$ cat src/rtl/dsp_pkg.sv
package dsp_pkg;
  typedef enum logic [1:0] {
    ST_IDLE = 2'd0,
    ST_SCAN = 2'd1,
    ST_WAIT = 2'd2
  } dsp_state_e;

  localparam int CMD_W      = 2;
  localparam int CMDB_START = 0;
  localparam int CMDB_FISRX = 1;
endpackage

$ cat src/rtl/dsp_slot_pick.sv
module dsp_slot_pick #(
  parameter int NUM_SLOTS = 32,
  localparam int SLOT_W = $clog2(NUM_SLOTS)
) (
  input  logic [NUM_SLOTS-1:0] bits,
  input  logic [SLOT_W-1:0]    floor_idx,
  output logic                 found,
  output logic [SLOT_W-1:0]    idx
);
  logic [NUM_SLOTS-1:0] masked;

  // keep only candidates at or above the walk pointer
  for (genvar g = 0; g < NUM_SLOTS; g++) begin : g_mask
    assign masked[g] = bits[g] && (int'(floor_idx) <= g);
  end

  always_comb begin
    idx = '0;
    for (int i = NUM_SLOTS - 1; i >= 0; i--) begin
      if (masked[i]) idx = SLOT_W'(i);
    end
  end

  assign found = |masked;
endmodule

$ cat src/rtl/dsp_init_fis.sv
module dsp_init_fis (
  input  logic clk,
  input  logic rst_n,
  input  logic port_rst,
  input  logic cmd_wr,
  input  logic fis_rx,
  output logic init_req
);
  logic armed_q, armed_d, armed_en;
  logic req_q, req_d;

  always_comb begin
    armed_en = port_rst || (cmd_wr && fis_rx);
    armed_d  = port_rst;
    req_d    = !port_rst && cmd_wr && fis_rx && armed_q;
  end

  always_ff @(posedge clk or negedge rst_n) begin
    if (!rst_n) begin
      armed_q <= 1'b1;
      req_q   <= 1'b0;
    end else begin
      if (armed_en) armed_q <= armed_d;
      req_q <= req_d;
    end
  end

  assign init_req = req_q;
endmodule

$ cat src/rtl/dsp_slot_dispatch.sv
module dsp_slot_dispatch
  import dsp_pkg::*;
#(
  parameter int NUM_SLOTS = 32,
  localparam int SLOT_W = $clog2(NUM_SLOTS)
) (
  input  logic                 clk,
  input  logic                 rst_n,
  input  logic                 port_rst,
  input  logic                 cmd_wr,
  input  logic [CMD_W-1:0]     cmd_wdata,
  input  logic                 ci_wr,
  input  logic [NUM_SLOTS-1:0] ci_wdata,
  input  logic                 dev_busy,
  input  logic                 xfer_done,
  output logic                 disp_req,
  output logic [SLOT_W-1:0]    disp_slot,
  input  logic                 disp_ack,
  input  logic                 disp_left_busy,
  output logic [NUM_SLOTS-1:0] ci_bits,
  output logic                 list_run,
  output logic                 fis_run,
  output logic                 init_fis_req,
  output logic                 busy_vld,
  output logic [SLOT_W-1:0]    busy_slot
);
  localparam logic [SLOT_W-1:0] LAST_SLOT = SLOT_W'(NUM_SLOTS - 1);

  dsp_state_e           st_q, st_d;
  logic [NUM_SLOTS-1:0] ci_q, ci_d, ci_clr;
  logic                 ci_en;
  logic                 start_q, fisrx_q;
  logic                 pend_q, pend_d;
  logic [SLOT_W-1:0]    ptr_q, ptr_d;
  logic [SLOT_W-1:0]    slot_q, slot_d;
  logic                 park_q, park_d;
  logic [SLOT_W-1:0]    park_slot_q;
  logic                 park_set;
  logic                 found;
  logic [SLOT_W-1:0]    pick_idx;
  logic                 complete, ack_ok, ack_done;

  dsp_slot_pick #(.NUM_SLOTS(NUM_SLOTS)) u_pick (
    .bits     (ci_q),
    .floor_idx(ptr_q),
    .found    (found),
    .idx      (pick_idx)
  );

  dsp_init_fis u_init (
    .clk     (clk),
    .rst_n   (rst_n),
    .port_rst(port_rst),
    .cmd_wr  (cmd_wr),
    .fis_rx  (cmd_wdata[CMDB_FISRX]),
    .init_req(init_fis_req)
  );

  always_comb begin
    complete = xfer_done && !dev_busy && park_q && !port_rst;
    ack_ok   = (st_q == ST_WAIT) && disp_ack && !port_rst;
    ack_done = ack_ok && !disp_left_busy;
    park_set = ack_ok && disp_left_busy;
    for (int i = 0; i < NUM_SLOTS; i++) begin
      ci_clr[i] = (complete && park_slot_q == SLOT_W'(i)) ||
                  (ack_done && slot_q == SLOT_W'(i));
    end
    ci_en = ci_wr || (|ci_clr);
    ci_d  = (ci_q | (ci_wr ? ci_wdata : '0)) & ~ci_clr;
  end

  always_comb begin
    st_d   = st_q;
    ptr_d  = ptr_q;
    slot_d = slot_q;
    pend_d = pend_q;
    park_d = park_q;
    if (st_q == ST_IDLE) pend_d = 1'b0;
    if (cmd_wr || ci_wr || complete) pend_d = 1'b1;
    if (complete) park_d = 1'b0;
    if (park_set) park_d = 1'b1;
    unique case (st_q)
      ST_IDLE: begin
        if (pend_q && start_q && (|ci_q) && !park_q) begin
          st_d  = ST_SCAN;
          ptr_d = '0;
        end
      end
      ST_SCAN: begin
        if (!start_q || !found || dev_busy) begin
          st_d = ST_IDLE;
        end else begin
          st_d   = ST_WAIT;
          slot_d = pick_idx;
        end
      end
      ST_WAIT: begin
        if (disp_ack) begin
          if (disp_left_busy || slot_q == LAST_SLOT) begin
            st_d = ST_IDLE;
          end else begin
            st_d  = ST_SCAN;
            ptr_d = slot_q + SLOT_W'(1);
          end
        end
      end
      default: st_d = ST_IDLE;
    endcase
    if (port_rst) begin
      st_d   = ST_IDLE;
      pend_d = 1'b0;
      park_d = 1'b0;
    end
  end

  always_ff @(posedge clk or negedge rst_n) begin
    if (!rst_n) begin
      st_q        <= ST_IDLE;
      ci_q        <= '0;
      start_q     <= 1'b0;
      fisrx_q     <= 1'b0;
      pend_q      <= 1'b0;
      ptr_q       <= '0;
      slot_q      <= '0;
      park_q      <= 1'b0;
      park_slot_q <= '0;
    end else begin
      st_q   <= st_d;
      pend_q <= pend_d;
      ptr_q  <= ptr_d;
      slot_q <= slot_d;
      park_q <= park_d;
      if (ci_en) ci_q <= ci_d;
      if (cmd_wr) begin
        start_q <= cmd_wdata[CMDB_START];
        fisrx_q <= cmd_wdata[CMDB_FISRX];
      end
      if (park_set) park_slot_q <= slot_q;
    end
  end

  assign disp_req  = (st_q == ST_WAIT);
  assign disp_slot = slot_q;
  assign ci_bits   = ci_q;
  assign list_run  = start_q;
  assign fis_run   = fisrx_q;
  assign busy_vld  = park_q;
  assign busy_slot = park_slot_q;
endmodule

$ cat config.mk
export PLATFORM = sky130hd
export DESIGN_NAME = dsp_slot_dispatch
export DESIGN_NICKNAME = d
export VERILOG_FILES = /design/src/rtl/dsp_pkg.sv /design/src/rtl/dsp_slot_pick.sv /design/src/rtl/dsp_init_fis.sv /design/src/rtl/dsp_slot_dispatch.sv
export SDC_FILE = /design/constraint.sdc
export NUM_CORES = 1
export LEC_CHECK = 0
export CAP_MARGIN = 40
export CORE_MARGIN = 4
export CORE_UTILIZATION = 55
export CTS_CLUSTER_SIZE = 10
export DETAILED_ROUTE_END_ITERATION = 16
export DONT_BUFFER_PORTS = 1
export GPL_TIMING_DRIVEN = 0
export PLACE_DENSITY = 0.73
export SLEW_MARGIN = 40
export SYNTH_ARGS = -nofsm -noshare
export SYNTH_HDL_FRONTEND = slang
export SYNTH_SLANG_ARGS = --single-unit
$ cat constraint.sdc
create_clock -name clk -period 2.1 [get_ports clk]
set_input_delay 0.42 -clock clk [delete_from_list [all_inputs] [get_ports clk]]
set_output_delay 0.42 -clock clk [all_outputs]
set_load 0.1 [all_outputs]
==> metrics.txt <==
# placed instances 481; DP Wirelength 9340 um; Cell variety after synth between 70 and 80; filler cell count in the final layout 516; final routed wire length divided by cell count 26.0 um; type of the worst min-delay path input port to flip-flop; capture instance of the worst register-to-register path ptr_q[0]; Syn Inst Count 404; clock sink count 55; clock tree from TritonCTS built; type of the worst setup path flip-flop to flip-flop; number of antenna violations at the first check in global routing 0; initial core utilization 0.570; skew final 0.0140 ns; switching power as a share of total power 0.465; Synth Net Count 453; Synth top cells by count a21oi_1 (55), dfrtp_1 (54), a221oi_1 (34); router iterations before antenna repair 5; via count normalized by instance count 7.36; crit path setup slack, layout -0.148 ns; total internal power 0.00171 W; critical path capture point type flip-flop; H-Tree Depth 2; Area contributors post-synth dfrtp_1 (37%), a221oi_1 (8.1%), a21oi_1 (7.5%), o21ai_0 (3.6%), nor2_1 (2.8%); Post-Route Hold Slack 0.146 ns; setup repair after global routing missed its margin yes; final cycle utilization of the critical path 1.07; Max Clock Freq 445 MHz; Clock Power Share 0.196; detailed-route DRC error count 0; number of cells in the finished layout apart from fillers 518; Synth Register Bits 55; Port Buffers 0; routability congestion estimate from global placement 0.965; Total Die Area 8020 um2; count of warnings emitted by yosys 0; overflow left after global routing 0; share of post-route cells with drive strength above 1 0.367; Comb pwr share 0.249; Critical Path RT around 2.3 ns; average footprint of a synthesized cell between 9 and 10 um2; worst hold path depth 1; Post-synth top flop dfrtp_1; total clock buffers created by CTS 5; Core Footprint 6420 um2; DIE HEIGHT approximately 90 um; Net Sw Power 0.00149 W; leakage component of the power 1.63 nW; WL met1 5300 um; count of flip-flops with a built-in enable after synthesis 0; data arrival time of the critical path ~2.5 ns; source of the worst register-to-register timing path disp_slot[2]; clock slew seen by the registers of the worst setup and hold paths 0.10 ns; min Tclk post-route between 2 and 2.5 ns; dominant cell by count in the synthesized netlist a21oi_1; run status finished, violations left; Post-DRT Antenna Nets 0; GR Util All Layers 0.328; Flop pwr share 0.555; DRT iter0 DRCs 484; routed length on met3 1390 um; Worst Hold Launch port_rst; final hold vios 0; netlist area before placement 3660 um2; highest layer used for signal routing met4; portion of synthesized cell area occupied by the leading cell type 0.369; failing checks setup timing; routed length on met2 6320 um; maximum VDD drop 724 uV; total number of vias 3,810; Detailed Route WL 13,500 um; vias in the first global route 3,494; Final Util 0.697; fraction of registers with async set or reset after synthesis 1.00; total I/O pin count 90; worst max-slew margin expressed relative to the limit 0.400; hold endpoint st_q[0]; CTS Buffer Depth 2; most area-hungry cell type in the Yosys netlist dfrtp_1; NumNets Final 489; count of inserted antenna diode cells 0; number of cell rows 29; reg2reg path depth 8; power density cells between 700 and 800 nW/um2; reg-to-reg slack, setup -0.15 ns; biggest fanout along the worst timing path 10; clock insertion delay at the later pin of the skew report 0.32 ns; post-route setup TNS -0.740 ns; pin slew with the least headroom to its limit approximately 0.90 ns; area added between synthesis and finish 22.3%; wire length of the first global-routing pass 19,400 um; clock root cell clkbuf_8; maximum number of pins on one net before global-route repair 56; kind of launch point of the worst setup path flip-flop; final number of max-transition violations 0; sequential element share of the synthesized area 0.377; Max-cap violations 0; total of endpoints with negative setup slack in the final report 9; width of the chip 89.6 um
worst max path at each step:
stage	start	to	slack, ns	cells past startpoint
floorplan	disp_slot[0]	ptr_q[3]	0.003	8
global placement	ci_bits[18]	ptr_q[0]	-0.34	6
detailed placement	disp_slot[3]	ptr_q[0]	-0.25	7
CTS	ci_bits[27]	ptr_q[0]	-0.06	7
global route	ci_bits[9]	ptr_q[4]	-0.17	9
finish	disp_slot[2]	ptr_q[0]	-0.15	8
stage by stage:
step / setup slack (ns) / power [W] / instance area (um2)
3_5_place_dp: -0.245 / 0.00237 / 3820
2_1_floorplan: 0.00328 / 0.00214 / 3710
4_1_cts: -0.0622 / 0.00310 / 4250
6_report: -0.148 / 0.00320 / 4480
5_1_grt: -0.172 / 0.00329 / 4480
3_3_place_gp: -0.339 / 0.00235 / 3810
critical path, cell delays in order (launching register included):
cell and delay [ns]:
dfrtp_4 0.64, clkbuf_4 0.27, and3_4 0.19, ha_4 0.16
o21a_1 0.22, a211oi_2 0.25, buf_4 0.18, nor2_1 0.05
a31o_4 0.20
sequential cells by signal, indices dropped and copies added, names as in the netlist, 2 cells and up:
register   count
ptr_q          5
busy_slot      5
st_q           2
ci_bits       32
disp_slot      5
metal layers:
| layer | track usage | vias to the layer above |
|---|---|---|
| met3 | 0.0636 | 46 |
| met2 | 0.510 | 282 |
| met1 | 0.453 | 1864 |
| met5 | 0 | - |
| met4 | 0.122 | 0 |
| li1 | - | 1618 |
power by group through the flow:
stage	combinational, W	sequential (W)	clock (W)
5_1_grt	0.000835	0.00178	0.000679
2_1_floorplan	0.000438	0.00170	0
4_1_cts	0.000704	0.00177	0.000630
3_5_place_dp	0.000602	0.00177	0
3_3_place_gp	0.000600	0.00175	0
6_report	0.000797	0.00177	0.000627
cells by family (layout without fill, tap and decap cells):
logic type | count (synthesis) | in the layout | share of synthesized area
AO/OA/AOI/OAI | 172 | 172 | 0.336
multiplexers | 4 | 4 | 0.0133
adder cells (fa/ha/maj) | 6 | 6 | 0.0205
flip-flops | 55 | 55 | 0.377
AND/OR/NAND/NOR | 125 | 125 | 0.194
XOR/XNOR | 2 | 2 | 0.00479
buffers and inverters | 40 | 77 | 0.0557
cells in the final DEF (no fill, tap or decap), types with 5 or more instances in the layout:
cell,instances
a21oi_1,55
a221oi_1,33
and2_1,6
buf_4,26
buf_6,6
clkbuf_1,6
clkbuf_8,7
dfrtp_1,6
dfrtp_2,21
dfrtp_4,27
inv_1,10
inv_2,5
nand2_1,20
nand2b_1,10
nand3_1,9
nor2_1,23
nor2b_1,5
nor3b_1,6
o211ai_1,5
o21ai_0,21
o21ai_1,8
o21ai_2,6
area by class of cell:
cell class                      instances  area [um2]  area share
Tap cell                               77        96.3      0.0215
Inverter                               17        68.8      0.0154
Clock inverter                          2        16.3     0.00363
Sequential cell                        55        1510       0.336
Multi-Input combinational cell        309        2280       0.509
Clock buffer                            6        82.6      0.0185
Buffer                                 22         161      0.0361
Timing Repair Buffer                   30         269      0.0601
timing repair:
| item | in CTS | in global routing |
|---|---|---|
| pin swaps | 13 | 11 |
| cloned | 1 | 1 |
| endpoints found under the hold margin | 55 | 0 |
| resized for setup | 57 | 28 |
| setup buffers | 11 | 14 |
| endpoints found under the setup margin | 40 | 30 |
| hold buffers | 2 | 0 |
Power figures use the tool's default switching activity.
